[src/rtl/fsr_pkg.sv]
package fsr_pkg;

    localparam int STAT_W = 8;

    localparam int BIT_READY = 7;
    localparam int BIT_ESUSP = 6;
    localparam int BIT_EERR  = 5;
    localparam int BIT_PERR  = 4;
    localparam int BIT_VPP   = 3;
    localparam int BIT_PSUSP = 2;
    localparam int BIT_LOCK  = 1;

    // bits the engine itself may drop
    localparam logic [STAT_W-1:0] ENG_CLR_MASK = 8'b1100_0100;
    // bits only the clear command / reset may drop
    localparam logic [STAT_W-1:0] CMD_CLR_MASK = 8'b0011_1010;
    // bits that always read zero
    localparam logic [STAT_W-1:0] RSVD_MASK    = 8'b0000_0001;
    localparam logic [STAT_W-1:0] RESET_VAL    = 8'h80;

    typedef struct packed {
        logic start;
        logic done;
        logic susp_erase;
        logic susp_prog;
        logic resume;
        logic erase_err;
        logic prog_err;
        logic seq_err;
        logic lock_err;
        logic vpp_chk;
        logic vpp_ok;
        logic clr;
    } fsr_evt_t;

    typedef struct packed {
        logic              rd_q;
        logic [STAT_W-1:0] snap;
    } fsr_snap_st_t;

endpackage

[src/rtl/fsr_evt_map.sv]
module fsr_evt_map
    import fsr_pkg::*;
(
    input  fsr_evt_t          evt,
    output logic [STAT_W-1:0] set_v,
    output logic [STAT_W-1:0] eng_clr_v,
    output logic [STAT_W-1:0] cmd_clr_v
);

    always_comb begin
        set_v     = '0;
        eng_clr_v = '0;
        cmd_clr_v = '0;

        set_v[BIT_READY] = evt.done | evt.susp_erase | evt.susp_prog;
        set_v[BIT_ESUSP] = evt.susp_erase;
        set_v[BIT_PSUSP] = evt.susp_prog;
        set_v[BIT_EERR]  = evt.erase_err | evt.seq_err;
        set_v[BIT_PERR]  = evt.prog_err  | evt.seq_err;
        set_v[BIT_VPP]   = evt.vpp_chk & ~evt.vpp_ok;
        set_v[BIT_LOCK]  = evt.lock_err;

        eng_clr_v[BIT_READY] = evt.start | evt.resume;
        eng_clr_v[BIT_ESUSP] = evt.resume;
        eng_clr_v[BIT_PSUSP] = evt.resume;

        cmd_clr_v = {STAT_W{evt.clr}};
    end

endmodule

[src/rtl/fsr_bit_cell.sv]
module fsr_bit_cell #(
    parameter logic RST_VAL    = 1'b0,
    parameter bit   ENG_CLR_OK = 1'b0,
    parameter bit   CMD_CLR_OK = 1'b0,
    parameter bit   RESERVED   = 1'b0
) (
    input  logic clk,
    input  logic rst_n,
    input  logic set_i,
    input  logic eng_clr_i,
    input  logic cmd_clr_i,
    output logic val_o
);

    logic val_d, val_q;
    logic clr_hit;

    always_comb begin
        clr_hit = (eng_clr_i & ENG_CLR_OK) | (cmd_clr_i & CMD_CLR_OK);
        if (RESERVED)      val_d = 1'b0;
        else if (set_i)    val_d = 1'b1;   // set has priority
        else if (clr_hit)  val_d = 1'b0;
        else               val_d = val_q;
    end

    always_ff @(posedge clk or negedge rst_n) begin
        if (!rst_n) val_q <= RESERVED ? 1'b0 : RST_VAL;
        else        val_q <= val_d;
    end

    assign val_o = val_q;

endmodule

[src/rtl/fsr_read_snap.sv]
module fsr_read_snap
    import fsr_pkg::*;
(
    input  logic              clk,
    input  logic              rst_n,
    input  logic              ce_n,
    input  logic              oe_n,
    input  logic [STAT_W-1:0] stat_i,
    output logic [STAT_W-1:0] snap_o
);

    fsr_snap_st_t st_d, st_q;
    logic         rd_act;

    always_comb begin
        rd_act    = ~ce_n & ~oe_n;
        st_d      = st_q;
        st_d.rd_q = rd_act;
        // capture only when the later strobe completes the access
        if (rd_act && !st_q.rd_q) st_d.snap = stat_i;
    end

    always_ff @(posedge clk or negedge rst_n) begin
        if (!rst_n) begin
            st_q.rd_q <= 1'b0;
            st_q.snap <= RESET_VAL;
        end else begin
            st_q <= st_d;
        end
    end

    assign snap_o = st_q.snap;

endmodule

[src/rtl/fsr_status_reg.sv]
module fsr_status_reg
    import fsr_pkg::*;
#(
    parameter int DATA_W = 16
) (
    input  logic              clk,
    input  logic              rst_n,
    input  logic              ev_start,
    input  logic              ev_done,
    input  logic              ev_susp_erase,
    input  logic              ev_susp_prog,
    input  logic              ev_resume,
    input  logic              ev_erase_err,
    input  logic              ev_prog_err,
    input  logic              ev_seq_err,
    input  logic              ev_lock_err,
    input  logic              vpp_chk,
    input  logic              vpp_ok,
    input  logic              clr_cmd,
    input  logic              ce_n,
    input  logic              oe_n,
    output logic [DATA_W-1:0] rd_data
);

    localparam int PAD_W = DATA_W - STAT_W;

    fsr_evt_t          evt;
    logic [STAT_W-1:0] set_v, eng_clr_v, cmd_clr_v;
    logic [STAT_W-1:0] stat_q;
    logic [STAT_W-1:0] snap;

    always_comb begin
        evt.start      = ev_start;
        evt.done       = ev_done;
        evt.susp_erase = ev_susp_erase;
        evt.susp_prog  = ev_susp_prog;
        evt.resume     = ev_resume;
        evt.erase_err  = ev_erase_err;
        evt.prog_err   = ev_prog_err;
        evt.seq_err    = ev_seq_err;
        evt.lock_err   = ev_lock_err;
        evt.vpp_chk    = vpp_chk;
        evt.vpp_ok     = vpp_ok;
        evt.clr        = clr_cmd;
    end

    fsr_evt_map u_map (
        .evt       (evt),
        .set_v     (set_v),
        .eng_clr_v (eng_clr_v),
        .cmd_clr_v (cmd_clr_v)
    );

    for (genvar g = 0; g < STAT_W; g++) begin : g_bit
        fsr_bit_cell #(
            .RST_VAL    (RESET_VAL[g]),
            .ENG_CLR_OK (ENG_CLR_MASK[g]),
            .CMD_CLR_OK (CMD_CLR_MASK[g]),
            .RESERVED   (RSVD_MASK[g])
        ) u_cell (
            .clk       (clk),
            .rst_n     (rst_n),
            .set_i     (set_v[g]),
            .eng_clr_i (eng_clr_v[g]),
            .cmd_clr_i (cmd_clr_v[g]),
            .val_o     (stat_q[g])
        );
    end

    fsr_read_snap u_snap (
        .clk    (clk),
        .rst_n  (rst_n),
        .ce_n   (ce_n),
        .oe_n   (oe_n),
        .stat_i (stat_q),
        .snap_o (snap)
    );

    assign rd_data = {{PAD_W{1'b0}}, snap};

endmodule

[config.mk]
export PLATFORM = sky130hd
export DESIGN_NAME = fsr_status_reg
export DESIGN_NICKNAME = d
export VERILOG_FILES = /design/src/rtl/fsr_pkg.sv /design/src/rtl/fsr_evt_map.sv /design/src/rtl/fsr_bit_cell.sv /design/src/rtl/fsr_read_snap.sv /design/src/rtl/fsr_status_reg.sv
export SDC_FILE = /design/constraint.sdc
export NUM_CORES = 1
export LEC_CHECK = 0
export ABC_CLOCK_PERIOD_IN_PS = 1400
export BUFFER_PORTS_ARGS = -buffer_cell sky130_fd_sc_hd__buf_2
export CAP_MARGIN = 20
export CORE_ASPECT_RATIO = 0.9
export CORE_MARGIN = 8
export CORE_UTILIZATION = 46
export CTS_BUF_LIST = sky130_fd_sc_hd__clkbuf_8
export CTS_CLUSTER_DIAMETER = 150
export DETAILED_ROUTE_END_ITERATION = 12
export HOLD_SLACK_MARGIN = 0.15
export MAX_ROUTING_LAYER = met4
export PLACE_DENSITY = 0.9
export SYNTH_ARGS = -nofsm -noshare
export SYNTH_HDL_FRONTEND = slang
export SYNTH_SLANG_ARGS = --single-unit
[constraint.sdc]
create_clock -name clk -period 1.4 [get_ports clk]
set_input_delay 0.14 -clock clk [delete_from_list [all_inputs] [get_ports clk]]
set_output_delay 0.14 -clock clk [all_outputs]
set_load 0.05 [all_outputs]
# == After elaboration in Yosys (flattened, before gate mapping) ==
# Cells that the tools add are included.
# word_totals
regBits,15
latchBits,0
mem_bits_rw,0
romBits,0
input_bits,16
memories,0
# classes
addsub,0
multipliers,0
div_mod_pow,0
order_cmp,0
n_eq_ne,0
shifts,0
muxes,10
bitwise,10
reduce_logical,9
# ops
cell,count
2-bit nonzero test,7
1-bit two-way mux,10
1-bit bitwise OR,5
1-bit NOT,3
1-bit AND,2
1-bit logical AND,1
1-bit zero test,1

# == Depth between registers and ports, before layout ==
# Gate-level depths: netlist of run 1.
# logic_depth
ltp_word,3
depth_mapped,2

# == Hierarchy ==
# A second synthesis of run 1 with hierarchy kept.
# unflattened
cells_unflattened,84
area_unflattened_um2,904.6
# modules_own_cells
mod,n_inst,cells_per_inst,area_per_inst_um2
fsr_read_snap,1,27,396.6
fsr_bit_cell at g_bit[1].u_cell ...,6,3,36.3
fsr_evt_map,1,25,177.7
fsr_status_reg,1,9,63.8
fsr_bit_cell at g_bit[7].u_cell,1,3,37.5
fsr_bit_cell at g_bit[0].u_cell,1,2,11.3

# == Worst setup path before layout of run 1 ==
# Ideal clock, no wire load.
# synth_path
path_type,register -> register
start,register u_snap.st_q[8] (netlist name)
end,"register, netlist name u_snap.snap_o[1]"
setup_ns,0.125
t_arrival_ns,0.972
t_required_ns,1.275
setup_slack_ns,0.303
stages_incl_launch_ff,3
synth_period_minus_slack_ns,1.097
path_cell_list,dfrtp_1 > nor3_4 > mux2_2
# synth_between
elab_chain_cells,2
# synth_lines
element,line_no,source
start: declaration,fsr_read_snap.sv:12,"fsr_snap_st_t st_d, st_q;"
start signal: assignment,fsr_read_snap.sv:28,st_q <= st_d;
1-bit zero test,fsr_read_snap.sv:20,if (rd_act && !st_q.rd_q) st_d.snap = stat_i;
1-bit logical AND,fsr_read_snap.sv:20,
# No other way between the ends.
# A chain may end at the register's enable or synchronous reset.

# == Worst setup path in the final report of run 1 ==
# layout_path
start,input port ce_n
end,register u_snap.st_q[8] (netlist name)
# layout_between
elab_chain_cells,2
# layout_lines
element,line_no,source
start: declaration,fsr_status_reg.sv:20,"input logic ce_n,"
1-bit NOT,fsr_read_snap.sv:16,rd_act = ~ce_n & ~oe_n;
1-bit AND,fsr_read_snap.sv:16,
named net u_snap.rd_act,fsr_read_snap.sv:13,logic rd_act;
# The timed path passes the listed nets, and every way through them passes these cells.

==> results of run 1 <==
[flip-flops by register name, indices dropped and copies added, names as in the netlist]
name / count
g_bit.u_cell.val_o: 7
u_snap.st_q: 1
u_snap.snap_o: 7
[metrics by stage]
stage          worst slack (ps)  total power, mW  cells  instance area [µm²]  utilization (%)
2_1_floorplan             303.5           0.7946     60                705.7                -
3_3_place_gp              253.3           0.7991     81                714.4            50.49
3_5_place_dp              210.4           0.8082     81                714.4            50.49
4_1_cts                   149.4            1.179     96                870.8            61.54
5_1_grt                   86.52            1.232     96                870.8            61.54
6_report                  113.5            1.171     96                870.8            61.54
[worst max-delay path by stage]
stage	startpoint	to	slack, ps	cells after the start
after floorplan	u_snap.st_q[8]	u_snap.snap_o[1]	300	2
after global placement	u_snap.st_q[8]	u_snap.snap_o[6]	250	2
after detailed placement	u_snap.st_q[8]	u_snap.snap_o[6]	210	2
after CTS	ce_n	u_snap.st_q[8]	150	4
after global routing	ce_n	u_snap.st_q[8]	90	4
final	ce_n	u_snap.st_q[8]	110	4
[kinds of logic (layout without fill, tap and decap cells)]
family,after synthesis,after routing
DFF,15,15
buffers and inverters,19,40
other,1,9
muxes,7,7
AOI/OAI and AO/OA,6,6
and+or+nand+nor,4,4
[area by class of cell]
class                           instances  area (µm²)
Timing Repair Buffer                   33       220.2
Inverter                                3       11.26
Clock buffer                            3       41.29
Sequential cell                        15       377.9
Clock inverter                          1       5.005
Tap cell                               15       18.77
Fill cell                             118       544.3
Multi-Input combinational cell         26       196.4
[layer usage]
layer	vias to the layer above	share of wire [%]	routed length (µm)
met1	231	34	488
li1	204	-	-
met5	-	0	0
met3	4	6.0	87
met2	14	57	819
met4	0	3.2	46
[cell usage after synthesis]
cell type	n	area share, %
buf_4	16	18
dfrtp_1	13	48
mux2_2	7	12
a21o_1	3	3.3
inv_1	3	1.7
a211o_1	2	2.6
dfstp_2	2	7.8
a22o_1	1	1.3
conb_1	1	0.56
nor2_1	1	0.56
nor3_4	1	2.4
nor3b_1	1	1.1
or4_1	1	1.1
[power by group through the flow]
stage               logic (mW)  clock network [mW]  registers [mW]
floorplan                0.288                   0           0.506
global placement         0.288                   0           0.511
detailed placement       0.295                   0           0.513
CTS                      0.320               0.355           0.505
global route             0.336               0.387           0.509
finish                   0.318               0.349           0.505
[critical path, cell delays in order]
cell and delay (ps):
buf_2 120, dlygate4sd3_1 550, nor2_1 100, dlygate4sd3_1 560
[what timing repair did]
| item | CTS | global route |
|---|---|---|
| hold endpoints to repair | 23 | 0 |
| hold buffers | 11 | 0 |
| setup buffers | 0 | 0 |
==> flow_summary.json, run 1 <==
{
  "path_clk_slew_ps": 60,
  "r2r_slack_ps": 210,
  "synth.area.mux_share_pct": 11.67,
  "fin_nets": 98,
  "arrival_ps": 1470,
  "reg2reg_depth": 2,
  "max-vdd-ir-drop_mv": 0.5971,
  "syn_avg_cell_area_um2": 12.99,
  "syn_inst": 52,
  "grt_pass1_vias": 548,
  "synth_top_family_by_area": "buffers and inverters",
  "drc_errors": 0,
  "drt_iter0_markers": 10,
  "yosys.area_share.simple_pct": 5.185,
  "core.rowCount": 13,
  "grt_pass1_wl_um": 2435,
  "wl_per_cell_um": 15.02,
  "dieArea_um2": 2953,
  "worstSkewPairLatency_ps": 240,
  "top_usage_layer": "met2",
  "antenna_found_initial": 0,
  "ios": 32,
  "place_hpwl_um": 1025,
  "grt_util_met2_pct": 19.00,
  "met1_usage_pct": 8.309,
  "cts.htree.levels": 1,
  "rsz0062_at_grt": "no",
  "slew_viol_final": 0,
  "cts_buffer_depth": 2,
  "hold_depth": 3,
  "grtUsageMet3_pct": 6.311,
  "cts_tree": "done",
  "finalClockSkew_ps": 2.141,
  "cts_root_buf": "clkbuf_8",
  "switching_share_pct": 34.04,
  "synth_xor_area_share_pct": 0,
  "die_y_um": 52.36,
  "ys_types": 13,
  "post-route-period-util_pct": 91.89,
  "place_congestion": 0.7125,
  "status": "completed",
  "ant_nets": 0,
  "synth_compound_area_share_pct": 7.222,
  "start_util_pct": 47.75,
  "critPathKind": "input port to flop",
  "coreArea_um2": 1415,
  "critPathCaptureType": "flop",
  "min-delay-start": "ev_resume",
  "layout_common_cells": "buf_2, dfrtp_1, dlygate4sd3_1, conb_1, mux2_2",
  "p_comb_share_pct": 27.2,
  "setup_viol": 0,
  "port_buffers": 22,
  "drtPass1Iterations": 4,
  "synth_seq_area_share_pct": 55.93,
  "drive_gt1_share_pct": 44.44,
  "wl_um": 1442,
  "die_w_um": 56.40,
  "powerDensity_nw_per_um2": 1345,
  "reg2reg_to": "u_snap.snap_o[6]",
  "startpoint_type": "input port",
  "clkPwrFrac_pct": 29.8,
  "grt_usage_pct": 11.30,
  "critPathMaxFanout": 2,
  "rr_startpoint": "u_snap.st_q[8]",
  "power_switching_mw": 0.3987,
  "required_ps": 1580,
  "worst_hold_slack_ps": 203.1,
  "final.min_clock_period_ps": 1286,
  "p_int_mw": 0.7728,
  "overflow": 0,
  "diodes": 0,
  "numCtsBuffers": 3,
  "vias": 453,
  "vias_per_cell": 4.719,
  "hold_path_class": "input port to flop",
  "area_growth_pct": 28.89,
  "synth-adder-area-share_pct": 0,
  "whs_endpoint": "g_bit[6].u_cell.val_o",
  "cts_resized": 0,
  "cap_viol_max_count": 0,
  "fmax_mhz": 777.3,
  "power_leakage_nw": 0.4170,
  "grt_max_degree": 16,
  "synth_area_um2": 675.6,
  "synth-seq-cells": 15,
  "yosysWarnings": 0,
  "clock-sinks": 15,
  "tns_ps": 0,
  "layout_commonest_cell": "buf_2",
  "hold_violations": 0,
  "pwr-share-seq_pct": 43.1
}
Note: power is estimated with default switching activity, not from simulation.
==> run 2, diff against run 1 <==
==> constraint.sdc (replaced) <==
create_clock -name clk -period 1.4 [get_ports clk]
set_input_delay 0 -clock clk [delete_from_list [all_inputs] [get_ports clk]]
set_output_delay 0 -clock clk [all_outputs]
set_load 0.05 [all_outputs]
==> run 2 against run 1 <==
Non-clock buffer count is 5 higher. Global-route usage is 0.11 points higher. Critical path type is now flop to flop. Worst setup slack worse by 64 ps. Routed wire length is 3.5% higher.
==> flow_summary.json, run 2 (synthesis results as in run 1) <==
{
  "hold_violations": 0,
  "critPathMaxFanout": 2,
  "slew_viol_final": 0,
  "place_congestion": 0.7125,
  "drtPass1Iterations": 3,
  "drc_errors": 0,
  "fmax_mhz": 740.4,
  "post-route-period-util_pct": 96.47,
  "wl_per_cell_um": 14.78,
  "layout_common_cells": "buf_2, dlygate4sd3_1, dfrtp_1, conb_1, mux2_2",
  "overflow": 0,
  "setup_viol": 0,
  "worstSkewPairLatency_ps": 240,
  "start_util_pct": 47.75,
  "antenna_found_initial": 0,
  "final.min_clock_period_ps": 1351,
  "critPathKind": "flop to flop",
  "cts_tree": "done",
  "area_growth_pct": 36.30,
  "max-vdd-ir-drop_mv": 0.6342,
  "power_leakage_nw": 0.4317,
  "clock-sinks": 15,
  "tns_ps": 0,
  "core.rowCount": 13,
  "dieArea_um2": 2953,
  "cap_viol_max_count": 0,
  "layout_commonest_cell": "buf_2",
  "cts_buffer_depth": 2,
  "powerDensity_nw_per_um2": 1289,
  "hold_path_class": "input port to flop",
  "drive_gt1_share_pct": 41.86,
  "cts_resized": 0,
  "startpoint_type": "flop",
  "port_buffers": 22,
  "critPathCaptureType": "flop",
  "required_ps": 1530,
  "die_y_um": 52.36,
  "fin_nets": 103,
  "grt_usage_pct": 11.41,
  "wl_um": 1493,
  "drt_iter0_markers": 7,
  "post-cts-setup-buffers": 0,
  "cts_hold_buffers": 16,
  "grt_pass1_vias": 565,
  "ios": 32,
  "power.total_mw": 1.187,
  "path_cells": "a211o_1 -> dlygate4sd3_1",
  "grt_max_degree": 16,
  "cts_root_buf": "clkbuf_8",
  "grt_pass1_wl_um": 2511,
  "vias": 461,
  "finalClockSkew_ps": 1.594,
  "numCtsBuffers": 3,
  "status": "completed",
  "ant_nets": 0,
  "diodes": 0,
  "cts.htree.levels": 1,
  "place_hpwl_um": 1025,
  "vias_per_cell": 4.564,
  "rsz0062_at_grt": "no",
  "crit_path_top_delay_cell": "dlygate4sd3_1",
  "die_w_um": 56.40,
  "coreArea_um2": 1415,
  "path_clk_slew_ps": 60,
  "slowest_delay_ps": 560,
  "arrival_ps": 1480
}
run 2: cell count changes in the layout (fill, tap and decap cells not counted):
cell,delta
dlygate4sd3_1,+5
run 2: path summary, 6_finish.rpt:
check / cells past startpoint / to / slack, ps / start
setup / recovery: 2 / g_bit[5].u_cell.val_o / 50 / g_bit[5].u_cell.val_o
hold / removal: 3 / g_bit[7].u_cell.val_o / 170 / ev_start
setup reg to reg: 2 / g_bit[5].u_cell.val_o / 50 / g_bit[5].u_cell.val_o
hold reg to reg: 1 / u_snap.snap_o[3] / 500 / u_snap.snap_o[3]
max in group asynchronous: 2 / g_bit[7].u_cell.val_o / 900 / rst_n
min in group asynchronous: 2 / u_snap.snap_o[5] / 200 / rst_n
run 2: layout make-up:
type | count | area (µm²)
Clock inverter | 1 | 5.005
Sequential cell | 15 | 377.9
Multi-Input combinational cell | 26 | 196.4
Inverter | 3 | 11.26
Timing Repair Buffer | 38 | 270.3
Tap cell | 15 | 18.77
Clock buffer | 3 | 41.29
Fill cell | 114 | 494.2
run 2: report_power, final:
part / total (mW) / switching (mW) / internal, mW
logic: 0.334 / 0.228 / 0.106
clock network: 0.348 / 0.151 / 0.197
registers: 0.505 / 0.0228 / 0.482
total: 1.19 / 0.402 / 0.785
run 2: worst max-delay path: cells and delay by family (launching register included):
kind | cells | cell delay [ps]
buffers and inverters | 1 | 560
AO/OA/AOI/OAI | 1 | 290
flip-flops | 1 | 380
run 2: layer usage:
| metal | routed length [µm] | track usage [%] | part of all wire (%) |
|---|---|---|---|
| met5 | 0 | - | 0 |
| met4 | 70 | 11.60 | 4.7 |
| met3 | 89 | 4.854 | 6.0 |
| met2 | 822 | 19.93 | 55 |
| met1 | 510 | 8.596 | 34 |
run 2: through the flow:
step / hold WS [ps] / std cells / instance area [µm²] / util (%) / setup WS [ps]
final: 170.4 / 101 / 920.9 / 65.08 / 49.41
after floorplan: -295.6 / 60 / 705.7 / - / 303.5
after global routing: 193.4 / 101 / 920.9 / 65.08 / 21.28
after CTS: 179.5 / 101 / 920.9 / 65.08 / 60.58
after detailed placement: -80.48 / 81 / 714.4 / 50.49 / 210.4
after global placement: -95.14 / 81 / 714.4 / 50.49 / 253.3
==> run 3, diff against run 2 <==
==> constraint.sdc (replaced) <==
create_clock -name clk -period 1.4 [get_ports clk]
set_input_delay 0.21 -clock clk [delete_from_list [all_inputs] [get_ports clk]]
set_output_delay 0.21 -clock clk [all_outputs]
set_load 0.05 [all_outputs]
==> run 3 against run 2 <==
Fmax grew 10%. Critical path depth shrank 1. Sequential share of layout area grew 7.4 points. Clock skew shrank 1.2 ps. Core utilization shrank 10 points. Global-route usage shrank 3.2 points. Critical path type is now flop to output port. Combinational power shrank 12%. Design area shrank 15%. Largest cell class unchanged. Highest routed layer unchanged. Count of clock-buffer cells in the layout is the same.
==> flow_summary.json, run 3 (synthesis results as in run 1) <==
{
  "setup_viol": 0,
  "rsz0062_at_grt": "no",
  "cts.htree.levels": 1,
  "grt_max_degree": 16,
  "r2r_slack_ps": 220,
  "die_y_um": 52.36,
  "max-vdd-ir-drop_mv": 0.5977,
  "cts_buffer_depth": 2,
  "ios": 32,
  "placed_area_um2": 714.4,
  "stdcell_area_um2": 779.5,
  "arrival_ps": 1010,
  "slowest_delay_ps": 520,
  "layout_commonest_cell": "buf_2",
  "clock-sinks": 15,
  "post-route-period-util_pct": 87.42,
  "dieArea_um2": 2953,
  "startpoint_type": "flop",
  "hold_path_class": "input port to flop",
  "critPathKind": "flop to output port",
  "grt_pass1_vias": 369,
  "grt_usage_pct": 8.259,
  "path_cells": "buf_2",
  "whs_endpoint": "g_bit[2].u_cell.val_o",
  "place_hpwl_um": 974,
  "drt_iter0_markers": 0,
  "nFillCells": 113,
  "cts_resized": 0,
  "layout_common_cells": "buf_2, dfrtp_1, conb_1, mux2_2, inv_1",
  "area_growth_pct": 15.37,
  "place_congestion": 0.7096,
  "hold_violations": 0,
  "status": "completed",
  "final.min_clock_period_ps": 1224,
  "cts_tree": "done",
  "setup_ws_ps": 176.2,
  "port_buffers": 22,
  "ff_latch_area_um2": 377.9,
  "dp_slack_ps": 195.9,
  "reg2reg_depth": 2,
  "power_leakage_nw": 0.3794,
  "reg2reg_to": "u_snap.snap_o[6]",
  "multi_input_area_um2": 196.4,
  "post-cts-setup-buffers": 0,
  "slew_viol_final": 0,
  "vias_per_cell": 4.667,
  "cts_hold_buffers": 1,
  "hold_depth": 2,
  "drtPass1Iterations": 1,
  "tns_ps": 0,
  "cp_top_family": "flip-flops",
  "required_ps": 1190,
  "power.total_mw": 1.126,
  "critPathCaptureType": "output port",
  "drc_errors": 0,
  "die_w_um": 56.40,
  "fmax_mhz": 817.1,
  "powerDensity_nw_per_um2": 1445,
  "cts_root_buf": "clkbuf_8",
  "min-delay-start": "ev_susp_prog",
  "coreArea_um2": 1415,
  "ant_nets": 0,
  "wl_per_cell_um": 13.62,
  "numCtsBuffers": 3,
  "crit_path_top_delay_cell": "dfstp_2",
  "start_util_pct": 47.75,
  "cp_num_buf_inv": 1,
  "cap_viol_max_count": 0,
  "rr_startpoint": "u_snap.st_q[8]",
  "grt_pass1_wl_um": 1759,
  "worstSkewPairLatency_ps": 240,
  "core.rowCount": 13,
  "fin_nets": 89,
  "drive_gt1_share_pct": 48.61,
  "path_clk_slew_ps": 50,
  "overflow": 0,
  "antenna_found_initial": 0,
  "critPathMaxFanout": 2,
  "wl_um": 1185,
  "vias": 406,
  "diodes": 0,
  "finalClockSkew_ps": 0.3741
}
run 3: layout make-up:
type                            count  area share [%]
Multi-Input combinational cell     26           25.20
Timing Repair Buffer               24           16.69
Sequential cell                    15           48.48
Inverter                            3           1.445
Clock inverter                      1          0.4815
Clock buffer                        3           5.297
Tap cell                           15           2.408
run 3: routing by layer:
layer,track usage (%),vias up,wire (µm)
met5,-,-,0
met4,8.400,0,42
met3,3.398,4,93
met2,12.73,14,688
met1,7.604,195,360
li1,-,193,-
run 3: per-stage QoR:
stage / utilization, % / cells / hold WS (ps)
2_1_floorplan: - / 60 / -85.59
3_3_place_gp: 50.49 / 81 / 115.5
3_5_place_dp: 50.49 / 81 / 123.2
4_1_cts: 54.38 / 86 / 152.7
5_1_grt: 55.08 / 87 / 155.9
6_report: 55.08 / 87 / 154.9
run 3: report_power, final:
group	total (mW)	leakage [nW]	switching [mW]	internal [mW]
Clock	0.327	0.0269	0.133	0.194
Combinational	0.295	0.190	0.218	0.0773
Sequential	0.504	0.162	0.0212	0.482
Total	1.13	0.379	0.373	0.753
run 3: worst max-delay path by stage:
| stage | from | end | slack [ps] | cells after the start |
|---|---|---|---|---|
| global placement | oe_n | u_snap.snap_o[6] | 230 | 3 |
| detailed placement | oe_n | u_snap.snap_o[5] | 200 | 3 |
| floorplan | u_snap.st_q[8] | u_snap.snap_o[1] | 300 | 2 |
| CTS | u_snap.snap_o[7] | rd_data[7] | 160 | 1 |
| global route | u_snap.st_q[8] | u_snap.snap_o[6] | 150 | 2 |
| finish | u_snap.snap_o[7] | rd_data[7] | 180 | 1 |
